<file path="src/rtl/fbl_pkg.sv">
package fbl_pkg;
  localparam int unsigned IO_ADDR_W = 16;
  localparam logic [IO_ADDR_W-1:0] ACK_PORT = 16'h00F0;

  typedef struct packed {
    logic busy;
    logic err;
  } cop_st_t;

  localparam int unsigned COP_W = $bits(cop_st_t);
endpackage

</file>
<file path="src/rtl/fbl_rst_sync.sv">
module fbl_rst_sync #(
  parameter int unsigned STAGES = 2
) (
  input  logic clk,
  input  logic arst_n,
  output logic rst_n_o
);
  logic [STAGES-1:0] chain_q;
  logic [STAGES-1:0] chain_d;

  always_comb begin
    chain_d = (chain_q << 1) | STAGES'(1);
  end

  always_ff @(posedge clk or negedge arst_n) begin
    if (!arst_n) chain_q <= '0;
    else         chain_q <= chain_d;
  end

  assign rst_n_o = chain_q[STAGES-1];
endmodule

</file>
<file path="src/rtl/fbl_sync.sv">
module fbl_sync #(
  parameter int unsigned WIDTH  = 2,
  parameter int unsigned STAGES = 2
) (
  input  logic             clk,
  input  logic             rst_n,
  input  logic [WIDTH-1:0] din,
  output logic [WIDTH-1:0] dout
);
  logic [STAGES-1:0][WIDTH-1:0] stage_q;

  for (genvar i = 0; i < STAGES; i++) begin : g_stage
    logic [WIDTH-1:0] stage_d;
    if (i == 0) begin : g_first
      assign stage_d = din;
    end else begin : g_next
      assign stage_d = stage_q[i-1];
    end
    always_ff @(posedge clk or negedge rst_n) begin
      if (!rst_n) stage_q[i] <= '0;
      else        stage_q[i] <= stage_d;
    end
  end

  assign dout = stage_q[STAGES-1];
endmodule

</file>
<file path="src/rtl/fbl_port_dec.sv">
module fbl_port_dec #(
  parameter int unsigned          ADDR_W   = 16,
  parameter logic [ADDR_W-1:0]    ACK_ADDR = ADDR_W'(16'h00F0)
) (
  input  logic              io_wr,
  input  logic [ADDR_W-1:0] io_addr,
  output logic              ack_hit
);
  always_comb begin
    ack_hit = io_wr && (io_addr == ACK_ADDR);
  end
endmodule

</file>
<file path="src/rtl/fbl_err_latch.sv">
module fbl_err_latch (
  input  logic clk,
  input  logic rst_n,
  input  logic err_s,
  input  logic ack,
  output logic flag_q,
  output logic err_edge
);
  logic err_prev_q;
  logic flag_d;
  logic flag_en;

  // next state: a fresh fault edge outranks the acknowledge
  always_comb begin
    err_edge = err_s && !err_prev_q;
    flag_en  = err_edge || ack;
    flag_d   = err_edge ? 1'b1 : 1'b0;
  end

  always_ff @(posedge clk or negedge rst_n) begin
    if (!rst_n) err_prev_q <= 1'b0;
    else        err_prev_q <= err_s;
  end

  always_ff @(posedge clk or negedge rst_n) begin
    if (!rst_n)       flag_q <= 1'b0;
    else if (flag_en) flag_q <= flag_d;
  end

  assert_err_edge_sets_R3: assert property (@(posedge clk) disable iff (!rst_n)
    err_edge |=> flag_q);

  assert_ack_clears_R4: assert property (@(posedge clk) disable iff (!rst_n)
    (ack && !err_edge) |=> !flag_q);

  assert_hold_R6: assert property (@(posedge clk) disable iff (!rst_n)
    (!ack && !err_edge) |=> $stable(flag_q));

  assert_set_beats_ack_R7: assert property (@(posedge clk) disable iff (!rst_n)
    (ack && err_edge) |=> flag_q);
endmodule

</file>
<file path="src/rtl/fpu_busy_latch.sv">
module fpu_busy_latch #(
  parameter int unsigned                     SYNC_STAGES = 2,
  parameter int unsigned                     ADDR_W      = fbl_pkg::IO_ADDR_W,
  parameter logic [ADDR_W-1:0]               ACK_ADDR    = ADDR_W'(fbl_pkg::ACK_PORT)
) (
  input  logic              clk,
  input  logic              arst_n,
  input  logic              cop_busy_n,
  input  logic              cop_err_n,
  input  logic              io_wr,
  input  logic [ADDR_W-1:0] io_addr,
  output logic              cpu_busy_n,
  output logic              err_irq
);
  import fbl_pkg::*;

  logic    rst_n;
  cop_st_t cop_raw;
  cop_st_t cop_s;
  logic    ack_hit;
  logic    flag_q;
  logic    err_edge;

  fbl_rst_sync #(.STAGES(2)) u_rst (
    .clk     (clk),
    .arst_n  (arst_n),
    .rst_n_o (rst_n)
  );

  always_comb begin
    cop_raw.busy = !cop_busy_n;
    cop_raw.err  = !cop_err_n;
  end

  fbl_sync #(.WIDTH(COP_W), .STAGES(SYNC_STAGES)) u_sync (
    .clk   (clk),
    .rst_n (rst_n),
    .din   (cop_raw),
    .dout  (cop_s)
  );

  fbl_port_dec #(.ADDR_W(ADDR_W), .ACK_ADDR(ACK_ADDR)) u_dec (
    .io_wr   (io_wr),
    .io_addr (io_addr),
    .ack_hit (ack_hit)
  );

  fbl_err_latch u_latch (
    .clk      (clk),
    .rst_n    (rst_n),
    .err_s    (cop_s.err),
    .ack      (ack_hit),
    .flag_q   (flag_q),
    .err_edge (err_edge)
  );

  always_comb begin
    cpu_busy_n = !(cop_s.busy || flag_q);
    err_irq    = flag_q;
  end

  assert_irq_forces_busy_R3: assert property (@(posedge clk) disable iff (!rst_n)
    err_irq |-> !cpu_busy_n);

  assert_other_port_ignored_R5: assert property (@(posedge clk) disable iff (!rst_n)
    (!(io_wr && io_addr == ACK_ADDR) && !err_edge) |=> (err_irq == $past(err_irq)));
endmodule

</file>
<file path="config.mk">
export PLATFORM = sky130hd
export DESIGN_NAME = fpu_busy_latch
export DESIGN_NICKNAME = d
export VERILOG_FILES = /design/src/rtl/fbl_pkg.sv /design/src/rtl/fbl_rst_sync.sv /design/src/rtl/fbl_sync.sv /design/src/rtl/fbl_port_dec.sv /design/src/rtl/fbl_err_latch.sv /design/src/rtl/fpu_busy_latch.sv
export SDC_FILE = /design/constraint.sdc
export NUM_CORES = 1
export LEC_CHECK = 0
export ABC_CLOCK_PERIOD_IN_PS = 1090
export BUFFER_PORTS_ARGS = -buffer_cell sky130_fd_sc_hd__buf_4
export CELL_PAD_IN_SITES_DETAIL_PLACEMENT = 0
export CELL_PAD_IN_SITES_GLOBAL_PLACEMENT = 2
export CORE_MARGIN = 1.5
export CORE_UTILIZATION = 21
export DETAILED_ROUTE_END_ITERATION = 12
export PLACE_DENSITY = 0.77
export SLEW_MARGIN = 20
export SYNTH_ARGS = -nofsm -noshare
export SYNTH_HDL_FRONTEND = slang
export SYNTH_HIERARCHICAL = 1
export SYNTH_SLANG_ARGS = --single-unit
</file>
<file path="constraint.sdc">
create_clock -name clk -period 1.09 [get_ports clk]
set_clock_uncertainty 0.15 [all_clocks]
set_input_delay 0.109 -clock clk [delete_from_list [all_inputs] [get_ports clk]]
set_output_delay 0.109 -clock clk [all_outputs]
set_load 0.02 [all_outputs]
</file>
# Yosys cells after proc, flatten, opt, wreduce, memory -nomap -nowiden
# Cells that the tools add are included.
[totals] reg_bits=8 in_bits=21 output_inout_bits=2 elab_cells=15
[classes] n_eq_ne=1 n_mux=1 n_reduce_logical=8
[op_table] operator="equality test 16 x 8 -> 1 bit, second input constant" count=1
[op_table] operator="zero test 1 bit" count=4
[op_table] operator="logical AND 1 bit" count=2
[op_table] operator="logical OR 1 bit" count=2
[op_table] operator="2-to-1 mux 1 bit" count=1

# Longest topological paths before layout
[logic_depth] depth_word=3 depth_mapped=5 depth_no_buf=5

# Cells and area by module
# The synthesis kept the hierarchy.
[modules_own_cells] module="fbl_sync" n_inst=1 cells_per_inst=4 area_each_um2=100.1 seq_area_each_um2=100.1
[modules_own_cells] module="fbl_err_latch" n_inst=1 cells_per_inst=5 area_each_um2=75.1 seq_area_each_um2=50.0
[modules_own_cells] module="fbl_port_dec" n_inst=1 cells_per_inst=6 area_each_um2=62.6 seq_area_each_um2=0.0
[modules_own_cells] module="fbl_rst_sync" n_inst=1 cells_per_inst=3 area_each_um2=53.8 seq_area_each_um2=50.0
[modules_own_cells] module="fpu_busy_latch" n_inst=1 cells_per_inst=3 area_each_um2=11.3 seq_area_each_um2=0.0

# Least setup slack after synthesis
# OpenSTA, ideal clock, no wires.
[synth_path] path_kind="input to register" start="input port io_addr[9]" end="register u_latch.flag_q" setup_time_ps=118 arrival_time_ps=890 required_ps=822 slack_ps=-68 stages=5 n_path_buf=0 path_cell_list="nor4b_2 nand4_1 nor4b_2 inv_1 a21o_1"
[synth_between] elab_chain_len=3
[synth_lines] element="start: declaration" line="fpu_busy_latch.sv:11" source="input logic [ADDR_W-1:0] io_addr,"
[synth_lines] element="equality test 16 x 8 -> 1 bit" line="fbl_port_dec.sv:10" source="ack_hit = io_wr && (io_addr == ACK_ADDR);"
[synth_lines] element="logical AND 1 bit" line="fbl_port_dec.sv:10"
[synth_lines] element="net ack_hit" line="fpu_busy_latch.sv:20" source="logic ack_hit;"
[synth_lines] element="logical OR 1 bit" line="fbl_err_latch.sv:16" source="flag_en = err_edge || ack;"
[synth_lines] element="end signal: assignment" line="fbl_err_latch.sv:27" source="else if (flag_en) flag_q <= flag_d;"
[synth_lines] element="end: declaration" line="fbl_err_latch.sv:6" source="output logic flag_q,"
# The timed path passes the listed nets, and every way through them passes these cells.
# A chain may end at the register's enable or synchronous reset.

# Worst setup path in the final report
[layout_path] start="register u_latch.flag_q" end="output port cpu_busy_n"
[layout_between] elab_chain_len=2
[layout_lines] element="logical OR 1 bit" line="fpu_busy_latch.sv:58" source="cpu_busy_n = !(cop_s.busy || flag_q);"
[layout_lines] element="zero test 1 bit" line="fpu_busy_latch.sv:58"
[layout_lines] element="end: declaration" line="fpu_busy_latch.sv:12" source="output logic cpu_busy_n,"
# No other way between the ends.

==> out/results.txt <==
FP Rows: 13
worst hold margin: -59.47 ps
Slew Viols, Final: 0
Max Cap Viol: 0
ys flop type: dfrtp_1
placed insts: 58
RSZ-0062 raised after global routing: true
most frequent cell after synthesis: dfrtp_1
Worst R2R Setup Slack: 180 ps
Crit Path Max Fanout: 3
Fin. Hold Viols: 6
cell taking the most area after synthesis: dfrtp_1
LEAKAGE: 0.0002745 µW
share of layout cells above drive strength 1: 59.18%
nets: 72
combinational share of power: 14.5%
outcome: finished, violations left
maximum clock path buffer count: 2
Design Area, Final: 575.6 µm²
# setup viols final: 2
clock latency at the later pin of the worst-skew pair: 240 ps
Vias: 264
metal3 WL: 158 µm
GRT Total Usage: 8.780%
Arr. time, crit path: 860 ps
Synth async-reset ratio: 100.0%
yosys warns: 6
Top Layer Used: met3
setup ws final: -29.70 ps
largest cells by area after synthesis: dfrtp_1, nor4b_2, nor2b_4
die area: 0.001679 mm²
CTS tree: built
synthesized area per cell: 14.42 µm²
HP Class: flip-flop to asynchronous set/reset pin
Req. time, crit path: 830 ps
compound-cell area share of the yosys netlist: 2.479%
sw frac: 18.78%
Initial DRC Count: 0
failing checks: negative hold slack, negative setup slack
Seq/Total Area, Yosys: 66.12%
Design Power: 620.5 µW
initial antenna violation count: 0
Avg Vias per Cell: 4.125
number of global-route vias before repair: 267
area growth from synthesis to layout: 90.08%
clock network power share: 34.0%
mux contribution to synthesized area: 0%
Sw Pwr: 116.5 µW
startpoint types: flip-flop
pre-CTS WS: -281.8 ps
post-route minimum period: 1120 ps
Post-Synthesis Cells: 21
First-pass DRT Iterations: 1
Post-CTS Setup Bufs: 0
Starting Density: 22.98%
Syn Nets: 42
io pins: 23
post-synthesis adder-cell area fraction: 0%
clock root cell: clkbuf_4
fmax: 893.1 MHz
Clock transition at path regs: 50 ps
Post-Syn Area: 302.8 µm²
VDD IR max: 0.5410 mV
Core Box Area: 0.001318 mm²
fin cells: 64
die width: 40.97 µm
die height: 40.97 µm
top cell type's share of synthesized area: 66.12%
Final ANT Viol Nets: 0
Num CTS Buffers: 3
crit end category: output port
Period Utilization, post-route: 102.7%
Seq pwr share: 51.5%
Internal: 504.0 µW
critical setup path kind: flip-flop to output port
post-synthesis simple-gate area fraction: 26.45%
routed wire length: 646 µm
H-tree levels: 1
largest net degree at the start of global routing: 7
Placement Cell Area: 486.7 µm²
Port Buf Inserts: 22
WL per Instance: 10.09 µm
EDFF count, synth: 0
routed metal-1 wirelength: 198 µm
RD Place Congestion: 0.5892
grt total ovfl: 0
largest family of logic cells by synthesized area: simple AND/OR/NAND/NOR gates
DRC: 0
most instantiated cells after synthesis: dfrtp_1, inv_1, nor2_1, nor4b_2
distinct cell type count of the synthesized netlist: 10
first-pass GRT wire length: 903 µm
n_diodes: 0
hold buffers post-CTS: 3
Pwr Density: 1078 mW/mm²
XOR/XNOR Fraction of Synth Area: 0%
clock sink count: 8
met2 WL: 289 µm
Yosys reg bits: 8
[registers in the layout, summed over array words and instances (netlist names)]
signal,cells
u_latch/err_prev_q,1
u_rst/chain_q,2
u_sync/dout,2
u_latch/flag_q,1
u_sync/g_stage.stage_d,2
[area by class of cell]
class / count / area [µm²]
flip-flops and latches: 8 / 200.2
repair buffers: 25 / 214.0
inverters: 3 / 11.26
well taps: 15 / 18.77
clock buffers: 3 / 22.52
fillers: 128 / 742.0
multi-input cells: 10 / 108.9
[layout by cell type (no fill, tap or decap)]
cell,count
a21o_1,1
and4b_1,1
buf_4,17
buf_6,5
clkbuf_4,3
conb_1,1
dfrtp_1,8
dlygate4sd3_1,3
inv_1,3
nand4_1,1
nor2_1,2
nor2b_4,1
nor4_4,1
nor4b_2,1
nor4b_4,1
[path summary, 6_finish.rpt]
| path | from | to | cells past startpoint |
|---|---|---|---|
| max | u_latch/flag_q | cpu_busy_n | 2 |
| min | u_rst/chain_q[1] | u_sync/g_stage[1].stage_d[0] | 0 |
| max reg2reg | u_sync/dout[0] | u_latch/flag_q | 2 |
| min reg2reg | u_rst/chain_q[1] | u_sync/g_stage[1].stage_d[0] | 0 |
| max in group asynchronous | u_rst/chain_q[1] | u_latch/err_prev_q | 0 |
| min in group clk | io_addr[3] | u_latch/flag_q | 4 |
[power by group through the flow]
stage	Clock, µW	Combinational, µW	Sequential, µW
after global routing	243	97.4	321
after global placement	0	67.6	324
after CTS	228	86.1	320
final	211	90.1	319
after detailed placement	0	68.9	325
after floorplan	0	10.6	322
[stage by stage]
stage	utilization [%]	TNS, ps
after floorplan	-	-68.06
final	43.68	-33.33
after global routing	43.68	-174.7
after detailed placement	36.94	-281.8
after global placement	36.94	-249.9
after CTS	42.74	-73.48
[routing by layer]
| metal | GRT usage [%] | vias to the layer above |
|---|---|---|
| met5 | 0 | - |
| met4 | 5.000 | 0 |
| met3 | 5.978 | 0 |
| met2 | 14.84 | 23 |
| met1 | 7.509 | 116 |
| li1 | - | 125 |
[logic make-up (layout without fill, tap and decap cells)]
logic type,Yosys count,after routing
buf+inv,3,31
other cells,1,1
flops,8,8
simple gates,8,8
compound gates,1,1
[what timing repair did]
item,in CTS,in global routing
endpoints found under the setup margin,2,3
resized for setup,5,2
hold endpoints to repair,11,6
pin swaps,6,4
[worst max-delay path, cell delays in order (launching register included)]
cell,delay (ps)
dfrtp_1,390
nor2_1,90
buf_4,140
Power figures use the tool's default switching activity.
